===== config.mk =====
export PLATFORM = sky130hd
export DESIGN_NAME = periph_window_decoder
export DESIGN_NICKNAME = d
export VERILOG_FILES = /design/src/rtl/periph_window_pkg.sv /design/src/rtl/window_match.sv /design/src/rtl/func_select.sv /design/src/rtl/strobe_router.sv /design/src/rtl/buffer_ctrl.sv /design/src/rtl/periph_window_decoder.sv
export SDC_FILE = /design/constraint.sdc
export NUM_CORES = 1
export LEC_CHECK = 0
export CORE_AREA = 5 5 42 44
export DETAILED_ROUTE_END_ITERATION = 8
export DIE_AREA = 0 0 47 49
export GPL_ROUTABILITY_DRIVEN = 0
export PLACE_DENSITY = 0.51
export SYNTH_ARGS = -nofsm -noshare
export SYNTH_HDL_FRONTEND = slang
export SYNTH_SLANG_ARGS = --single-unit
export TNS_END_PERCENT = 20

===== constraint.sdc =====
create_clock -name vclk -period 1.6
set_clock_uncertainty 0.05 [all_clocks]
set_input_delay 0.32 -clock vclk [all_inputs]
set_output_delay 0.32 -clock vclk [all_outputs]
set_load 0.05 [all_outputs]

===== src/rtl/periph_window_pkg.sv =====
package periph_window_pkg;

    localparam int ADDR_W   = 16;
    localparam int REG_W    = 2;
    localparam int FUNC_W   = 2;
    localparam int NUM_FUNC = 1 << FUNC_W;
    localparam int WIN_LSB  = REG_W + FUNC_W;
    localparam int MATCH_W  = ADDR_W - WIN_LSB;

    localparam logic [ADDR_W-1:0] WIN_BASE = 16'h3CC0;

    typedef enum logic [FUNC_W-1:0] {
        FN_MEASURE = 2'd0,
        FN_DAC_A   = 2'd1,
        FN_DAC_B   = 2'd2,
        FN_SWITCH  = 2'd3
    } func_e;

    typedef struct packed {
        logic rd_n;
        logic wr_n;
    } strobe_t;

    typedef struct packed {
        logic              hit;
        func_e             func;
        logic [REG_W-1:0]  reg_sel;
    } decode_t;

    localparam strobe_t STROBE_IDLE = '{rd_n: 1'b1, wr_n: 1'b1};

    function automatic logic strobe_active(strobe_t s);
        return (!s.rd_n) || (!s.wr_n);
    endfunction

endpackage


===== src/rtl/window_match.sv =====
module window_match
    import periph_window_pkg::*;
(
    input  logic [ADDR_W-1:0] addr,
    output decode_t           dec
);
    logic [MATCH_W-1:0] bit_ok;

    for (genvar b = 0; b < MATCH_W; b++) begin : g_bit
        assign bit_ok[b] = (addr[WIN_LSB + b] == WIN_BASE[WIN_LSB + b]);
    end

    always_comb begin
        dec.hit     = &bit_ok;
        dec.func    = func_e'(addr[WIN_LSB-1:REG_W]);
        dec.reg_sel = addr[REG_W-1:0];
    end
endmodule


===== src/rtl/func_select.sv =====
module func_select
    import periph_window_pkg::*;
(
    input  decode_t             dec,
    output logic [NUM_FUNC-1:0] sel_n
);
    for (genvar k = 0; k < NUM_FUNC; k++) begin : g_sel
        assign sel_n[k] = !(dec.hit && (dec.func == func_e'(k)));
    end

    always_comb begin
        if (!dec.hit) begin
            assert_idle_outside_R6: assert (&sel_n)
                else $error("select active outside window");
        end else begin
            assert_single_select_R6: assert ($countones(~sel_n) == 1)
                else $error("select count wrong inside window");
        end
    end
endmodule


===== src/rtl/strobe_router.sv =====
module strobe_router
    import periph_window_pkg::*;
(
    input  logic    hit,
    input  strobe_t cpu,
    output strobe_t mem,
    output strobe_t per
);
    always_comb begin
        if (hit) begin
            mem = STROBE_IDLE;
            per = cpu;
        end else begin
            mem = cpu;
            per = STROBE_IDLE;
        end
    end

    always_comb begin
        assert_rd_exclusive_R4: assert (mem.rd_n || per.rd_n)
            else $error("read reaches memory and peripheral together");
        assert_wr_exclusive_R5: assert (mem.wr_n || per.wr_n)
            else $error("write reaches memory and peripheral together");
    end
endmodule


===== src/rtl/buffer_ctrl.sv =====
module buffer_ctrl
    import periph_window_pkg::*;
(
    input  decode_t dec,
    input  strobe_t per,
    output logic    oe_n,
    output logic    to_cpu
);
    always_comb begin
        oe_n   = !(dec.hit && strobe_active(per));
        to_cpu = dec.hit && (dec.func == FN_MEASURE);
    end
endmodule


===== src/rtl/periph_window_decoder.sv =====
module periph_window_decoder
    import periph_window_pkg::*;
(
    input  logic [ADDR_W-1:0]   cpu_addr,
    input  logic                cpu_rd_n,
    input  logic                cpu_wr_n,
    output logic                mem_rd_n,
    output logic                mem_wr_n,
    output logic                per_rd_n,
    output logic                per_wr_n,
    output logic [NUM_FUNC-1:0] sel_n,
    output logic [REG_W-1:0]    per_reg,
    output logic                buf_oe_n,
    output logic                buf_to_cpu
);
    decode_t dec;
    strobe_t cpu_s, mem_s, per_s;

    assign cpu_s = '{rd_n: cpu_rd_n, wr_n: cpu_wr_n};

    window_match u_match (
        .addr (cpu_addr),
        .dec  (dec)
    );

    func_select u_sel (
        .dec   (dec),
        .sel_n (sel_n)
    );

    strobe_router u_route (
        .hit (dec.hit),
        .cpu (cpu_s),
        .mem (mem_s),
        .per (per_s)
    );

    buffer_ctrl u_buf (
        .dec    (dec),
        .per    (per_s),
        .oe_n   (buf_oe_n),
        .to_cpu (buf_to_cpu)
    );

    assign mem_rd_n = mem_s.rd_n;
    assign mem_wr_n = mem_s.wr_n;
    assign per_rd_n = per_s.rd_n;
    assign per_wr_n = per_s.wr_n;
    assign per_reg  = dec.reg_sel;

    always_comb begin
        if (!per_rd_n || !per_wr_n) begin
            assert_strobe_has_select_R1: assert ($countones(~sel_n) == 1)
                else $error("peripheral strobe without a select");
        end
        if (!buf_oe_n) begin
            assert_oe_needs_strobe_R8: assert (!per_rd_n || !per_wr_n)
                else $error("buffer enabled without peripheral strobe");
        end
        if (buf_to_cpu) begin
            assert_dir_measure_R9: assert (!sel_n[FN_MEASURE])
                else $error("buffer toward cpu without measurement select");
        end
    end
endmodule


-- Word-level counts from Yosys, hierarchy flattened
Cells that the tools add are included.
- register bits: 0
- input bits: 18
- output and inout bits: 12
- word-level logic and storage cells: 26
- eq/ne operators: 3
- mux-type cells: 2
- bitwise logic cells: 6
- reduce and logical (&&, ||, !) cells: 15
- operators with widths (kind ; count):
    AND reduction 12 bit ; 1
    zero test 1 bit ; 7
    NOT 1 bit ; 6
    logical AND 1 bit ; 5
    == test 2 bit (second input constant) ; 2
    two-way mux 2 bit ; 2
    == test 2 x 1 -> 1 bit (second input constant) ; 1
    zero test 2 bit ; 1
    logical OR 1 bit ; 1

-- Longest topological paths before layout
- depth after elaboration: 7
- depth in mapped cells: 3
- mapped depth without buffers: 2

-- Cells and area by module
From an unflattened synthesis, not the netlist that was laid out.
- cells, all modules: 18
- area total of the unflattened synthesis: 146.4 um^2
- by module, submodules not included (module ; instances ; cells an instance ; area each (um^2) ; seq. area each (um^2)):
    window_match ; 1 ; 8 ; 70.1 ; 0.0
    func_select ; 1 ; 4 ; 28.8 ; 0.0
    strobe_router ; 1 ; 4 ; 25.0 ; 0.0
    buffer_ctrl ; 1 ; 2 ; 22.5 ; 0.0

-- Worst setup path before layout
No wires, ideal clock.
- kind: input to output
- start point: input port cpu_addr[4]
- end point: output port buf_to_cpu
- data arrival time: 1326 ps
- required time: 1230 ps
- path slack: -96 ps
- stages: 3
- buffers on the path: 1
- cell sequence: and4b_1 clkbuf_1 and4_1
- word-level cells in the longest chain between the ends: 3
- RTL lines (element ; RTL line ; source):
    from (decl) ; periph_window_decoder.sv:4 ; input logic [ADDR_W-1:0] cpu_addr,
    NOT 1 bit ; window_match.sv:10 ; assign bit_ok[b] = (addr[WIN_LSB + b] == WIN_BASE[WIN_LSB + b]);
    AND reduction 12 bit ; window_match.sv:14 ; dec.hit = &bit_ok;
    logical AND 1 bit ; buffer_ctrl.sv:11 ; to_cpu = dec.hit && (dec.func == FN_MEASURE);
    to (decl) ; periph_window_decoder.sv:14 ; output logic buf_to_cpu
No other way between the ends.

-- Worst setup path in the final report
- start point: input port cpu_addr[14]
- end point: output port buf_to_cpu
The elaborated chain is that of the path after synthesis.

==> summary.md <==
| Metric | Value |
|---|---|
| Crit path launch type | input port |
| Number of I/O port buffers | 26 |
| Pwr Total | between 0.00008 and 0.00009 W |
| Wire per inst | 11.4 µm |
| Vias in the first global route | between 300 and 400 |
| Synth Area in Simple Gates | about three quarters |
| Seq/Total Area, Yosys | 0% |
| Register area | 0 µm² |
| Top delay family on crit path | simple AND/OR/NAND/NOR gates |
| Unrepaired setup endpoints after global routing | true |
| Initial antenna violation count | 0 |
| Area delta synth->final | 187% |
| Mux contribution to synthesized area | 0% |
| First-pass GRT wire length | 1260 µm |
| Synth Area in XOR/XNOR | 0% |
| Crit path time final | roughly 1.6 ns |
| Hold_ws | around 0.6 ns |
| Num sequential | 0 |
| GR Util All Layers | 6.81% |
| Die height | a little under 50 µm |
| Slew Limit Fails | 0 |
| Row count | 14 |
| Hold path start | cpu_addr[0] |
| Routed vias | around 290 |
| DRC | 0 |
| Global route overflow | 0 |
| Hold Buf Count CTS | 0 |
| Worst Path Buf+Inv | 3 |
| Crit path arrival time | roughly 1.2 ns |
| DR vias/cell | between 4 and 5 |
| Core ar. | roughly 1400 µm² |
| Area occupied by multi-input gates | between 150 and 200 µm² |
| Post-synth top area cell | nand4_1 |
| Worst-path cell chain | buf_6 -> nor4bb_4 -> buf_4 -> and4_4 -> buf_12 |
| CP max stage delay | between 0.2 and 0.3 ns |
| Synthesized cell area | ~170 µm² |
| Rel. slew slack | between 80% and 90% |
| Clk_buf instances | 0 |
| Starting DRT DRC Count | 0 |
| Crit Path Max Fanout | 5 |
| Critical path class | in2out |
| Final period utilization | 101% |
| Synth Area in Compound Gates | a little over 10% |
| Failing checks | setup timing |
| DR pass1 iterations | 1 |
| Initial Utilization | between 10 and 15% |
| Die area | 2300 µm² |
| Die width | between 40 and 50 µm |
| DRT antenna net count | 0 |
| Combinational family with the most area after synthesis | simple AND/OR/NAND/NOR gates |
| Largest net degree at the start of global routing | 9 |
| N_diodes | 0 |
| Layout Cells excl Fill | 65 |
| Slew @ Worst Pin | approximately 0.25 ns |
| CP max stage cell | nor4bb_4 |
| Fillcell total | ~150 |
| Hold EP | per_reg[0] |
| Post-Syn Instances | 22 |
| Synth top area share | 18.5% |
| Final net count | 69 |
| Library cells used by synthesis | 14 |
| Final wirelength | between 700 and 800 µm |
| Largest cells by area after synthesis | nand4_1 (19%), nor4b_4 (14%), a31o_1 (10%) |
| Kind of end point of the critical path | primary output |
| Placed Cells | 64 |
| Max-cap viol count | 0 |
| Hpwl dp | approximately 590 µm |
| Max Freq | 620 MHz |
| Worst EP required | 1.23 ns |
| Worst hold-check path type | in2out |
| Layout cells sized above 1 | 65.3% |
| Final hold vios | 0 |
| Run status | complete, but fails checks |
| PD cells | between 150 and 200 nW/µm² |
| Synth Area in Adders | 0% |
| Syn avg cell area | between 7 and 8 µm² |
| Most frequent cells after synthesis | nand4_1 (5), a31o_1 (2), buf_4 (2), nand4b_1 (2), nor2b_1 (2) |
| Hold Path Depth | 0 |
| Setup violators final | 2 |
| Ports | 30 |
| Final setup margin | -0.0135 ns |
| Static Leak | around 0.21 nW |
| Syn_nets | 40 |
| Most frequent cell after synthesis | nand4_1 |
| Worst VDD drop | 63.5 µV |
| Yosys warns | 0 |
stage by stage:
step,instance area (µm²),worst slack [ns],TNS (ns),utilization (%)
after floorplan,171,-0.0884,-0.599,-
after global placement,469,-0.419,-3.62,33.5
after detailed placement,469,-0.399,-3.57,33.5
after CTS,498,-0.0176,-0.0448,35.5
after global routing,484,-0.0764,-0.389,34.6
final,484,-0.0135,-0.0150,34.6
metal layers:
metal	vias to the layer above	global-route usage, %	share of wire [%]
met1	127	7.39	35
met2	17	13.3	49
met3	0	1.48	16
met5	-	0	0
met4	0	0	0
li1	143	-	-
cell families after synthesis:
group / count (synthesis)
AO/OA/AOI/OAI: 2
buffers and inverters: 4
AND/OR/NAND/NOR: 16
how the worst max path moves through the flow:
stage | to | cells past startpoint | slack, ns | start
6_report | buf_to_cpu | 5 | -0.01 | cpu_addr[14]
5_1_grt | buf_to_cpu | 5 | -0.08 | cpu_addr[14]
4_1_cts | buf_to_cpu | 5 | -0.02 | cpu_addr[5]
3_5_place_dp | buf_to_cpu | 5 | -0.40 | cpu_addr[12]
3_3_place_gp | buf_to_cpu | 5 | -0.42 | cpu_addr[12]
2_1_floorplan | per_rd_n | 2 | -0.09 | cpu_addr[9]
where the power goes:
part	leakage [nW]	internal, W	switching, W	total [W]
combinational	0.215	0.0000498	0.0000326	0.0000825
clock	0	0	0	0
sequential	0	0	0	0
total	0.215	0.0000498	0.0000326	0.0000825
area by class of cell:
| class | count | area share, % |
|---|---|---|
| repair buffers | 31 | 59.7 |
| multi-input cells | 18 | 36.2 |
| well taps | 16 | 4.13 |
cell usage in the layout (no fill, tap or decap):
master	n
buf_6	9
buf_4	6
nand4_1	5
clkbuf_2	5
buf_2	4
buf_12	3
nand4b_1	2
nor2b_1	2
clkdlybuf4s50_1	2
dlygate4sd2_1	2
nor4b_4	1
nor4bb_4	1
and4b_4	1
a31o_4	1
nand2_1	1
nor2_1	1
and4_4	1
a31o_1	1
and2_1	1
what timing repair did:
action / in CTS / in global routing
hold endpoints to repair: 0 / 0
buffers inserted: 0 / 0
pin swaps: 7 / 3
endpoints found under the setup margin: 10 / 10
resized for setup: 52 / 7
cloned: 1 / 0
No activity file was read; power rests on OpenSTA's default activity.
